$ cat src/rtl/wdog_pkg.sv
package wdog_pkg;
   // register offsets from REG_BASE; the order is the host's address map
   typedef enum logic [1:0] {
      SEL_CTRL = 2'd0,
      SEL_CFG  = 2'd1,
      SEL_RLO  = 2'd2,
      SEL_RHI  = 2'd3
   } reg_sel_e;

   // control bit positions
   localparam int unsigned CB_FORCE = 1;
   localparam int unsigned CB_ZERO  = 0;
   // configuration bit positions
   localparam int unsigned FB_SEC  = 7;
   localparam int unsigned FB_KRST = 6;
   localparam int unsigned FB_TMO  = 5;
   localparam int unsigned FB_PWR  = 4;

   // keepalive source enables, same order as control bits 7:4
   typedef struct packed {
      logic cir;
      logic mouse;
      logic kbd;
      logic gp;
   } wd_src_t;
endpackage

$ cat src/rtl/wdog_prescale.sv
module wdog_prescale #(
   parameter int unsigned DIV = 60
) (
   input  logic clk,
   input  logic rst_n,
   input  logic clr,
   input  logic sec_tick,
   input  logic use_sec,
   output logic unit_tick
);
   generate
      if (DIV > 1) begin : g_div
         localparam int unsigned PW = $clog2(DIV);
         logic [PW-1:0] pcnt_q;
         logic          wrap;

         assign wrap = (pcnt_q == PW'(DIV - 1));

         always_ff @(posedge clk) begin
            if (!rst_n) begin
               pcnt_q <= '0;
            end else if (clr) begin
               pcnt_q <= '0;
            end else if (sec_tick && !use_sec) begin
               pcnt_q <= wrap ? '0 : pcnt_q + PW'(1);
            end
         end

         assign unit_tick = use_sec ? sec_tick : (sec_tick & wrap);
      end else begin : g_nodiv
         assign unit_tick = sec_tick;
      end
   endgenerate
endmodule

$ cat src/rtl/wdog_count.sv
module wdog_count #(
   parameter int unsigned CNT_W = 16
) (
   input  logic             clk,
   input  logic             rst_n,
   input  logic             load,
   input  logic [CNT_W-1:0] load_val,
   input  logic [CNT_W-1:0] reload_val,
   input  logic             keep,
   input  logic             tick,
   input  logic             force_exp,
   output logic [CNT_W-1:0] count,
   output logic             running,
   output logic             hit
);
   logic at_one;

   assign at_one = (count == CNT_W'(1));
   // forced expiry first, then host load, then keepalive, then tick
   assign hit = force_exp | (running & tick & at_one & ~load & ~keep);

   always_ff @(posedge clk) begin
      if (!rst_n) begin
         count   <= '0;
         running <= 1'b0;
      end else if (force_exp) begin
         count   <= '0;
         running <= 1'b0;
      end else if (load) begin
         count   <= load_val;
         running <= (load_val != '0);
      end else if (running && keep) begin
         count <= reload_val;
      end else if (running && tick) begin
         count <= count - CNT_W'(1);
         if (at_one) running <= 1'b0;
      end
   end
endmodule

$ cat src/rtl/wdog_pulse.sv
module wdog_pulse #(
   parameter int unsigned LEN = 4
) (
   input  logic clk,
   input  logic rst_n,
   input  logic start,
   output logic pulse
);
   localparam int unsigned CW = $clog2(LEN + 1);
   logic [CW-1:0] left_q;

   always_ff @(posedge clk) begin
      if (!rst_n) begin
         left_q <= '0;
      end else if (start) begin
         left_q <= CW'(LEN);
      end else if (left_q != '0) begin
         left_q <= left_q - CW'(1);
      end
   end

   assign pulse = (left_q != '0);
endmodule

$ cat src/rtl/wdog_dual_unit.sv
module wdog_dual_unit
   import wdog_pkg::*;
#(
   parameter int unsigned ADDR_W     = 8,
   parameter int unsigned REG_BASE   = 8'h71,
   parameter int unsigned CNT_W      = 16,
   parameter int unsigned MIN_DIV    = 60,
   parameter int unsigned RST_CYCLES = 4
) (
   input  logic              clk,
   input  logic              rst_n,
   input  logic [ADDR_W-1:0] addr,
   input  logic              wr_en,
   input  logic [7:0]        wr_data,
   output logic [7:0]        rd_data,
   input  logic              sec_tick,
   input  logic              gp_read,
   input  logic              cir_irq,
   input  logic              mouse_irq,
   input  logic              kbd_irq,
   output logic              kbd_rst_o,
   output logic              pwr_rst_o,
   output logic              tmo_evt_o,
   output logic [CNT_W-1:0]  count_o,
   output logic              running_o
);
   localparam int unsigned NREG = 4;
   localparam int unsigned NRST = 2;

   // elaboration-time parameter checks
   generate
      if (CNT_W != 8 && CNT_W != 16) begin : g_bad_w
         $error("CNT_W must be 8 or 16");
      end
      if (RST_CYCLES < 1) begin : g_bad_len
         $error("RST_CYCLES must be at least 1");
      end
      if (MIN_DIV < 1) begin : g_bad_div
         $error("MIN_DIV must be at least 1");
      end
      if (ADDR_W < 3) begin : g_bad_aw
         $error("ADDR_W too small");
      end
   endgenerate

   // address decode
   logic [ADDR_W-1:0] ofs;
   logic              acc_ok;
   reg_sel_e          sel;
   logic              wr_ctrl, wr_cfg, wr_rlo, wr_rhi;

   assign ofs     = addr - ADDR_W'(REG_BASE);
   assign acc_ok  = (ofs < ADDR_W'(NREG));
   assign sel     = reg_sel_e'(ofs[1:0]);
   assign wr_ctrl = wr_en & acc_ok & (sel == SEL_CTRL);
   assign wr_cfg  = wr_en & acc_ok & (sel == SEL_CFG);
   assign wr_rlo  = wr_en & acc_ok & (sel == SEL_RLO);
   assign wr_rhi  = wr_en & acc_ok & (sel == SEL_RHI);

   // register state
   wd_src_t    src_en_q;
   logic       force_q;
   logic       zero_q;
   logic [7:0] cfg_q;
   logic [7:0] rlo_q;
   logic [7:0] rhi_q;
   logic       hit;

   always_ff @(posedge clk) begin
      if (!rst_n) begin
         src_en_q <= '0;
         force_q  <= 1'b0;
         zero_q   <= 1'b0;
         cfg_q    <= '0;
         rlo_q    <= '0;
      end else begin
         if (wr_ctrl) src_en_q <= wd_src_t'(wr_data[7:4]);
         if (hit)
            force_q <= 1'b0;
         else if (wr_ctrl)
            force_q <= wr_data[CB_FORCE];
         if (hit)
            zero_q <= 1'b1;
         else if (wr_ctrl && !wr_data[CB_ZERO])
            zero_q <= 1'b0;
         if (wr_cfg) cfg_q <= wr_data;
         if (wr_rlo) rlo_q <= wr_data;
      end
   end

   // reload width variant
   logic [CNT_W-1:0] reload_val;
   logic [CNT_W-1:0] ld_val;
   logic             ld_en;

   generate
      if (CNT_W == 16) begin : g_wide
         always_ff @(posedge clk) begin
            if (!rst_n)
               rhi_q <= '0;
            else if (wr_rhi)
               rhi_q <= wr_data;
         end
         assign reload_val = {rhi_q, rlo_q};
         assign ld_en      = wr_rlo | wr_rhi;
         assign ld_val     = wr_rhi ? {wr_data, rlo_q} : {rhi_q, wr_data};
      end else begin : g_narrow
         assign rhi_q      = '0;
         assign reload_val = rlo_q;
         assign ld_en      = wr_rlo;
         assign ld_val     = wr_data;
      end
   endgenerate

   // keepalive
   wd_src_t act;
   logic    keep;

   assign act.cir   = cir_irq;
   assign act.mouse = mouse_irq;
   assign act.kbd   = kbd_irq;
   assign act.gp    = gp_read;
   assign keep      = |(src_en_q & act);

   // time base and counter
   logic unit_tick;
   logic pre_clr;

   assign pre_clr = ld_en | (running_o & keep) | force_q;

   wdog_prescale #(.DIV(MIN_DIV)) u_pre (
      .clk       (clk),
      .rst_n     (rst_n),
      .clr       (pre_clr),
      .sec_tick  (sec_tick),
      .use_sec   (cfg_q[FB_SEC]),
      .unit_tick (unit_tick)
   );

   wdog_count #(.CNT_W(CNT_W)) u_cnt (
      .clk        (clk),
      .rst_n      (rst_n),
      .load       (ld_en),
      .load_val   (ld_val),
      .reload_val (reload_val),
      .keep       (keep),
      .tick       (unit_tick),
      .force_exp  (force_q),
      .count      (count_o),
      .running    (running_o),
      .hit        (hit)
   );

   // expiry outputs
   logic [NRST-1:0] rst_start;
   logic [NRST-1:0] rst_pulse;

   assign rst_start[0] = hit & cfg_q[FB_KRST];
   assign rst_start[1] = hit & cfg_q[FB_PWR];

   generate
      for (genvar gi = 0; gi < NRST; gi++) begin : g_rst
         wdog_pulse #(.LEN(RST_CYCLES)) u_pulse (
            .clk   (clk),
            .rst_n (rst_n),
            .start (rst_start[gi]),
            .pulse (rst_pulse[gi])
         );
      end
   endgenerate

   assign kbd_rst_o = rst_pulse[0];
   assign pwr_rst_o = rst_pulse[1];

   always_ff @(posedge clk) begin
      if (!rst_n)
         tmo_evt_o <= 1'b0;
      else
         tmo_evt_o <= hit & cfg_q[FB_TMO];
   end

   // read mux
   always_comb begin
      rd_data = '0;
      if (acc_ok) begin
         case (sel)
            SEL_CTRL: rd_data = {src_en_q, 2'b00, force_q, zero_q};
            SEL_CFG:  rd_data = cfg_q;
            SEL_RLO:  rd_data = rlo_q;
            SEL_RHI:  rd_data = rhi_q;
            default:  rd_data = '0;
         endcase
      end
   end
endmodule

$ cat config.mk
export PLATFORM = sky130hd
export DESIGN_NAME = wdog_dual_unit
export DESIGN_NICKNAME = d
export VERILOG_FILES = /design/src/rtl/wdog_pkg.sv /design/src/rtl/wdog_prescale.sv /design/src/rtl/wdog_count.sv /design/src/rtl/wdog_pulse.sv /design/src/rtl/wdog_dual_unit.sv
export SDC_FILE = /design/constraint.sdc
export NUM_CORES = 1
export LEC_CHECK = 0
export ABC_CLOCK_PERIOD_IN_PS = 2500
export BUFFER_PORTS_ARGS = -buffer_cell sky130_fd_sc_hd__buf_2
export CAP_MARGIN = 20
export CORE_UTILIZATION = 50
export CTS_BUF_LIST = sky130_fd_sc_hd__clkbuf_4 sky130_fd_sc_hd__clkbuf_8
export DETAILED_ROUTE_END_ITERATION = 8
export MAX_ROUTING_LAYER = met4
export PLACE_DENSITY = 0.78
export SLEW_MARGIN = 20
export SYNTH_ARGS = -nofsm -noshare
export SYNTH_HDL_FRONTEND = slang
export SYNTH_SLANG_ARGS = --single-unit
$ cat constraint.sdc
create_clock -name clk -period 2.5 [get_ports clk]
set_input_delay 0.375 -clock clk [delete_from_list [all_inputs] [get_ports clk]]
set_output_delay 0.375 -clock clk [all_outputs]
set_load 0.05 [all_outputs]
==> impl.org, run 1 <==
** Outcome
- The run finished, with violations left.
- Violations in the final reports :: design-rule violations

** Die
- In this run the horizontal extent of the chip is between 80 and 90 um.
- After floorplanning, the core was sized to cover roughly 6400 sq um.
- The die is 84.0 um tall.
- Area enclosed by the die boundary :: a little over 7000 sq um
- In this run the count of I/O pins placed on the die edge is between 50 and 60.
- The floorplan has 29 rows.
- Starting Density :: a little over half

** Route
- Routed via count :: around 3.2k
- Average detailed-routed wire length per instance :: between 15 and 20 um
- In the routed design, unresolved DRC markers number 4.
- The pre-antenna-repair detailed-routing pass consisted of 8 iterations.
- The first routing iteration left a little over 300 violations.
- In the routed layout, each cell is associated on average with a via count of 6.07.
- Total Routed Length :: roughly 9.2 mm
- In this run the remaining antenna-violating nets after routing total 0.

** GRT
- For this run the aggregate overflow at the end of global routing stands at 0.
- Entering global routing, the biggest net connects 38 pins.
- The number of global-route vias before repair came to between 3k and 4k.
- In the global route stage, overall resource usage came out at 28.2%.
- The first global-routing pass estimated ~15 mm of wire.
- Initial antenna violation count :: 0

** Timing
- Of the available clock period, the critical path in the final layout requires a little under nine tenths.
- Worst clock skew on the final layout :: 0.00564 ns
- Derived from the worst setup path, the maximum achievable clock frequency is between 400 and 500 MHz.
- The total count of max-transition violations in the final report is 0.
- Number of setup violations in the final report :: 0
- Setup repair after global routing missed its margin :: no
- Transition time at the pin with the least slew margin :: between 0.6 and 0.7 ns
- Relative slew slack :: between 50% and 60%
- Final-layout worst hold slack :: a little over 0.3 ns
- TNS Setup :: 0 ns
- Clock period minus final worst setup slack :: roughly 2.2 ns
- Number of hold-slack violations in the final timing report :: 0

** Placement
- Port buffering added 51 buffers.
- Half-perimeter wire length after detailed placement :: approximately 6.8 mm
- The congestion estimate from routability-driven global placement came to 0.977.

** Synthesis
- EDFF count, synth :: 0
- Distinct cells, synth :: 57
- Syn_nets :: 420
- Yosys printed 0 warnings.
- Register area share after synthesis :: ~36%
- The average instance in the mapped netlist occupies around 8.7 sq um.
- Summing every instance area after synthesis gives 3370 sq um.
- After synthesis the netlist holds a flip-flop and latch count of 60.
- Share of flip-flops with an asynchronous set or reset after synthesis :: 0%
- Post-Synthesis Cells :: slightly below 400
- Dominant register cell in the synthesized netlist :: sky130_fd_sc_hd__dfxtp_1

** Finish
- For this run, the share of the core covered by cells in the final layout is ~62%.
- Commonest non-fill, non-tap cells in the layout :: 60 x sky130_fd_sc_hd__dfxtp_1, 57 x sky130_fd_sc_hd__nand2_1, 51 x sky130_fd_sc_hd__buf_2
- Leading cell type in the layout, fill and taps excluded :: sky130_fd_sc_hd__dfxtp_1
- Antenna diode count :: 0
- Share of final-layout standard cells stronger than drive strength 1 :: a little under a quarter
- The area growth from synthesis to layout is 18.8%.
- Net count, final :: around 480

** Setup path
- Critical R2R Capture :: g_rst[1].u_pulse.left_q[0]
- The worst setup path is captured at a flip-flop.
- Highest cell delay on the worst timing path :: 0.58 ns
- Worst path cell trace :: or4_1, nor3_2, nand3_1, nor3b_2, o21ai_1, and3_1
- Crit path max-delay cell type :: sky130_fd_sc_hd__or4_1
- Counting cells, the worst reg-to-reg path comes to 6.
- Largest fanout on the critical path :: 7
- The worst register-to-register path begins at u_cnt.count[9].
- Slack of the worst reg-to-reg path :: about 0.35 ns
- Required @ worst endpoint :: 2.74 ns
- Crit path launch type :: flip-flop
- Category of the most critical setup path :: reg -> reg
- Critical path arrival :: roughly 2.4 ns

** Clock tree
- Clock-pin slew was measured on the worst setup and hold paths at approximately 0.070 ns.
- The clock drives 60 sinks.
- Counting the buffers created by CTS gives 9.
- Clk Tree Root Cell :: sky130_fd_sc_hd__clkbuf_8
- Number of levels the H-tree was split into :: 3
- In this run, post-CTS hold repair placed 0 buffers.
- TritonCTS built the clock tree.
- Maximum clock insertion buffer count :: 2
- Number of resized instances in the post-cts repair step :: 0
- Worst skew pair latency :: about 0.34 ns
- Post-CTS timing repair inserted 0 buffers for setup.

** Hold path
- The worst hold path passes through 3 cells.
- In this run the worst hold path is classified as in -> reg.
- The worst hold path begins at wr_data[1].
- Worst hold path endpoint :: force_q

** Power and ir drop
- Cell leakage power :: between 0.0015 and 0.002 uW
- IR analysis of the VDD net gives a maximum drop of 0.000593 V.
- Power density of the placed cells :: 636 nW/um^2

** Flow run
- Max-cap violations in this run came to 0.
cells by family (layout without fill, tap and decap cells):
logic type / count (synthesis) / in the layout / share of synthesized area [%]
compound gates: 75 / 75 / 16.4
simple gates: 163 / 163 / 25.5
flops: 60 / 60 / 35.7
xor+xnor: 18 / 18 / 4.68
mux: 25 / 25 / 9.78
fa+ha+maj: 9 / 9 / 3.35
buf+inv: 37 / 101 / 4.65
worst max-delay path by stage:
stage / from / to / cells after the start
6_report: u_cnt.count[9] / g_rst[1].u_pulse.left_q[0] / 6
5_1_grt: u_pre.g_div.pcnt_q[3] / u_cnt.count[15] / 6
4_1_cts: u_cnt.count[9] / g_rst[1].u_pulse.left_q[0] / 6
3_5_place_dp: addr[1] / u_cnt.count[12] / 7
3_3_place_gp: addr[1] / u_cnt.count[12] / 7
2_1_floorplan: u_cnt.count[9] / g_rst[0].u_pulse.left_q[1] / 6
through the flow:
step,worst slack [ns],cell area (sq um),instances,power (uW)
6_report,0.348,4000,528,2540
5_1_grt,0.213,4000,528,2650
4_1_cts,0.363,4000,528,2560
3_5_place_dp,0.210,3740,512,1440
3_3_place_gp,0.269,3740,512,1430
2_1_floorplan,0.427,3370,387,1340
power breakdown:
part           switching, uW  total [uW]  internal [uW]
logic                    254         416            162
registers               20.3        1010            988
clock network            391        1120            726
total                    666        2540           1880
sequential cells by signal, indices dropped and copies added (netlist names):
name / flops
u_cnt.count: 16
cfg_q: 8
rhi_q: 8
rlo_q: 8
g_rst.u_pulse.left_q: 6
u_pre.g_div.pcnt_q: 6
src_en_q: 4
force_q: 1
tmo_evt_o: 1
u_cnt.running: 1
zero_q: 1
cell type report:
class                   count  area, sq um
fillers                   561         2420
clock inverters             4         95.1
well taps                  77         96.3
clock buffers              12          159
flip-flops and latches     60         1200
multi-input cells         290         2010
repair buffers             66          368
inverters                  19         71.3
metal layers:
metal / track usage [%] / routed length (um) / vias to the layer above
li1: - / - / 1504
met1: 35.7 / 3990 / 1521
met2: 43.6 / 4230 / 149
met3: 4.55 / 702 / 31
met4: 14.1 / 287 / 0
met5: - / 0 / -
worst max-delay path: cells and delay by family, from the launching register on:
family / cells / cell delay, ns
AO/OA/AOI/OAI: 1 / 0.16
flip-flops: 1 / 0.37
AND/OR/NAND/NOR: 5 / 1.51
cells in the mapped netlist (2+ instances only):
cell type / n / area, sq um
sky130_fd_sc_hd__a211oi_1: 3 / 22.5
sky130_fd_sc_hd__a21boi_0: 8 / 60.1
sky130_fd_sc_hd__a21boi_1: 11 / 82.6
sky130_fd_sc_hd__a21oi_1: 8 / 40.0
sky130_fd_sc_hd__a22oi_1: 4 / 30.0
sky130_fd_sc_hd__and3_1: 10 / 62.6
sky130_fd_sc_hd__and4b_1: 2 / 20.0
sky130_fd_sc_hd__buf_1: 3 / 11.3
sky130_fd_sc_hd__buf_2: 2 / 10.0
sky130_fd_sc_hd__buf_6: 2 / 22.5
sky130_fd_sc_hd__clkbuf_1: 11 / 41.3
sky130_fd_sc_hd__dfxtp_1: 60 / 1200
sky130_fd_sc_hd__ha_1: 9 / 113
sky130_fd_sc_hd__inv_1: 19 / 71.3
sky130_fd_sc_hd__mux2_2: 3 / 33.8
sky130_fd_sc_hd__mux2i_1: 16 / 160
sky130_fd_sc_hd__mux4_2: 6 / 135
sky130_fd_sc_hd__nand2_1: 57 / 214
sky130_fd_sc_hd__nand2b_1: 3 / 18.8
sky130_fd_sc_hd__nand3_1: 11 / 55.1
sky130_fd_sc_hd__nand4_1: 4 / 25.0
sky130_fd_sc_hd__nor2_1: 26 / 97.6
sky130_fd_sc_hd__nor2_2: 2 / 12.5
sky130_fd_sc_hd__nor2b_1: 14 / 87.6
sky130_fd_sc_hd__nor3_1: 9 / 45.0
sky130_fd_sc_hd__nor3_2: 3 / 30.0
sky130_fd_sc_hd__nor4_1: 6 / 37.5
sky130_fd_sc_hd__o21ai_0: 5 / 25.0
sky130_fd_sc_hd__o21ai_1: 8 / 40.0
sky130_fd_sc_hd__o221ai_1: 10 / 87.6
sky130_fd_sc_hd__o22ai_1: 4 / 25.0
sky130_fd_sc_hd__o31ai_1: 2 / 15.0
sky130_fd_sc_hd__or3_1: 5 / 31.3
sky130_fd_sc_hd__or4_1: 2 / 15.0
sky130_fd_sc_hd__xnor2_1: 10 / 87.6
sky130_fd_sc_hd__xor2_1: 8 / 70.1
Note: power is estimated with default switching activity, not from simulation.
==> inputs of run 2 (changes only) <==
BUFFER_PORTS_ARGS = -buffer_cell sky130_fd_sc_hd__buf_4   (was -buffer_cell sky130_fd_sc_hd__buf_2)
==> impl.org, run 2 (synthesis results as in run 1) <==
** Timing
- Final-layout worst hold slack :: 0.315 ns (+0.00853 ns)
- Clock period minus final worst setup slack :: 2.13 ns (-0.0226 ns)
- Transition time at the pin with the least slew margin :: 0.622 ns (+0.00512 ns)
- Worst clock skew on the final layout :: 0.0122 ns (+0.00654 ns)
- TNS Setup :: 0 ns (unchanged)
- Relative slew slack :: 58.4% (-0.34 points)
- Final period utilization :: 85.2% (-0.90 points)
- The highest clock frequency the design can meet came to 470 MHz (+1.1%).
- Setup repair after global routing missed its margin :: no
- The final number of setup-violating endpoints was 0 (unchanged).
- Number of hold-slack violations in the final timing report :: 0 (unchanged)
- Worst-case setup margin in the final layout :: 0.370 ns (+0.0226 ns)
- Final Slew Violations :: 0 (unchanged)

** GRT
- After global routing, the most crowded layer is met2.
- The met2 demand-to-capacity share in global routing was 44.2% (+0.60 points).
- Gr ovfl total :: 0 (unchanged)
- The routing usage on met1 came to 36.8% (+1.1 points).
- Initial antenna violation count :: 0 (unchanged)
- The combined global-route utilization of all metal layers was 28.9% (+0.70 points).
- The met3 global-route usage is 6.92% (+2.4 points).
- The largest net degree at the start of global routing is 39 (+2.6%).
- First-pass GRT wire length :: 15.3 mm (+2.5%)
- The number of global-route vias before repair came to 2964 (-1.7%).

** Power and ir drop
- The clock share of power was 42.9% (-1.1 points).
- The design internal power was 1840 uW (-2.0%).
- The power density relative to cell area is 616 nW/um^2 (-3.1%).
- Switching portion of total power :: 27.4% (+1.2 points)
- The sequential fraction of design power is 39.8% (about the same).
- Power spent charging and discharging nets :: 695 uW (+4.4%)
- The static leakage is 0.00175 uW (+0.23%).
- Overall power consumption :: 2530 uW (-0.33%)
- The worst supply voltage drop on vdd is 0.000763 V (+29%).
- Combinational cell fraction of total power :: 17.3% (+0.9 points)

** Placement
- Half-perimeter wire length after detailed placement :: 7.00 mm (+3.4%)
- Final weighted congestion in routability-driven placement :: 0.929 (-5.0%)
- The quantity of I/O buffers inserted on ports was 51 (unchanged).
- The post-placement setup slack is 0.147 ns (-0.0624 ns).
- The instance count after placement with tap cells included is 511 (-0.20%).

** Die
- Cell Rows :: 29 (unchanged)
- The effective utilization at floorplan came to 52.4% (unchanged).
- Die boundary height :: 84.0 um (unchanged)
- Count of boundary I/O pins :: 52 (unchanged)
- The area of the placeable core is 6420 sq um (unchanged).
- The horizontal die dimension came to 84.0 um (unchanged).
- The floorplan die area was 7060 sq um (unchanged).

** Finish
- Share of final-layout standard cells stronger than drive strength 1 :: 23.3% (-0.17 points)
- Commonest non-fill, non-tap cells in the layout :: 65 x sky130_fd_sc_hd__buf_4, 60 x sky130_fd_sc_hd__dfxtp_1, 57 x sky130_fd_sc_hd__nand2_1
- The number of nets at the end of the flow is 478 (-0.21%).
- The final antenna diode count is 0 (unchanged).
- Final instance count without filler cells :: 527 (-0.19%)
- Synthesis-to-finish area growth :: 22.2%
- Leaving out fill and tap cells, the most frequent cell in the layout is sky130_fd_sc_hd__buf_4.
- More flip-flops sit in one register than any other, and that register is u_cnt.count.
- Max FFs per register :: 16 (unchanged)

** Route
- Routed via count :: 3169 (-1.1%)
- Iteration-0 DRC Markers :: 313 (+3.6%)
- Total Routed Length :: 9.46 mm (+2.7%)
- Length of the first detailed-routing pass in iterations :: 8 (unchanged)
- The routed length per placed instance is 17.9 um (+2.9%).
- The via density per instance was 6.01 (-0.94%).
- The DRC violation count after routing is 4 (unchanged).
- The count of antenna-violating nets left after detailed routing came to 0 (unchanged).

** Clock tree
- Post-cts hold buffer count :: 0 (unchanged)
- TritonCTS built the clock tree.
- Setup Buffers After CTS :: 0 (unchanged)
- Worst skew pair latency :: 0.35 ns (about the same)
- Number of buffers created by CTS :: 9 (unchanged)
- Clk Tree Root Cell :: sky130_fd_sc_hd__clkbuf_8
- The clock sink count was 60 (unchanged).
- The clock edge transition at the registers on the reported setup and hold paths is 0.08 ns (about the same).
- The maximum number of buffers from clock root to sink came to 2 (unchanged).
- The count of instances resized after the clock tree is built was 0 (unchanged).
- Number of levels the H-tree was split into :: 3 (unchanged)

** Setup path
- On the critical path, the stage with the largest delay is an instance of sky130_fd_sc_hd__or4_1.
- The data arrival time of the critical path is 2.37 ns (-0.02 ns).
- Largest fanout on the critical path :: 7 (unchanged)
- Category of the most critical setup path :: reg -> reg
- Category of the worst setup path capture point :: flip-flop
- The maximum single-stage delay on the critical path came to 0.59 ns (about the same).
- The signal on the critical path passes through or4_1, nor3_2, nand3_1, nor3b_2, buf_4, o21ai_1, and3_1.
- Crit path launch type :: flip-flop
- Required @ worst endpoint :: 2.74 ns (about the same)

** Hold path
- The tightest min-delay check is of the in -> reg type.

** Flow run
- The number of maximum-capacitance violations was 0 (unchanged).

** Outcome
- The run finished, with violations left.
- The final reports fail on design-rule violations.
## run 2: cell types whose count changed in the layout (fill, tap and decap cells not counted)
| cell | previous run | this run |
|---|---|---|
| sky130_fd_sc_hd__buf_2 | 51 | 0 |
| sky130_fd_sc_hd__buf_4 | 15 | 65 |
| sky130_fd_sc_hd__clkbuf_4 | 1 | 0 |
| sky130_fd_sc_hd__clkbuf_8 | 11 | 9 |
| sky130_fd_sc_hd__clkinv_2 | 1 | 0 |
| sky130_fd_sc_hd__clkinv_4 | 0 | 2 |
| sky130_fd_sc_hd__clkinvlp_4 | 0 | 1 |
| sky130_fd_sc_hd__inv_6 | 0 | 1 |
## run 2: worst paths after layout
check	endpoint	startpoint	slack [ns]	depth (start not counted)
worst max register to register	g_rst[1].u_pulse.left_q[0]	u_cnt.count[9]	0.37	7
worst min register to register	tmo_evt_o	cfg_q[5]	0.47	2
worst max-delay path	g_rst[1].u_pulse.left_q[0]	u_cnt.count[9]	0.37	7
worst min-delay path	force_q	wr_data[1]	0.32	3
## run 2: power groups by stage
| stage | logic [uW] | registers (uW) | clock network [uW] |
|---|---|---|---|
| floorplan | 309 | 1030 | 0 |
| global placement | 423 | 1030 | 0 |
| detailed placement | 440 | 1030 | 0 |
| CTS | 440 | 1010 | 1100 |
| global route | 479 | 1010 | 1140 |
| finish | 438 | 1010 | 1090 |
## run 2: cell type report
| type | instances | area, sq um |
|---|---|---|
| clock inverter | 7 | 124 |
| clock buffer | 9 | 124 |
| sequential | 60 | 1200 |
| fill | 537 | 2310 |
| inverter | 19 | 71.3 |
| tap | 77 | 96.3 |
| timing repair buffer | 65 | 488 |
| multi-input combinational | 290 | 2010 |
## run 2: layer usage
metal | share of wire (%) | routed length, um
met3 | 8.7 | 825
met5 | 0 | 0
met4 | 2.6 | 250
met2 | 46 | 4340
met1 | 43 | 4050
## run 2: worst max-delay path, delay by kind of cell (launching register included)
family | cells | cell delay [ns]
buf+inv | 1 | 0.16
flops | 1 | 0.37
compound gates | 1 | 0.10
simple gates | 5 | 1.39
## run 2: through the flow
step                cell area (sq um)  util [%]
finish                           4110      64.0
global route                     4110      64.0
CTS                              4110      64.0
detailed placement               3860      60.2
global placement                 3860      60.2
floorplan                        3370         -
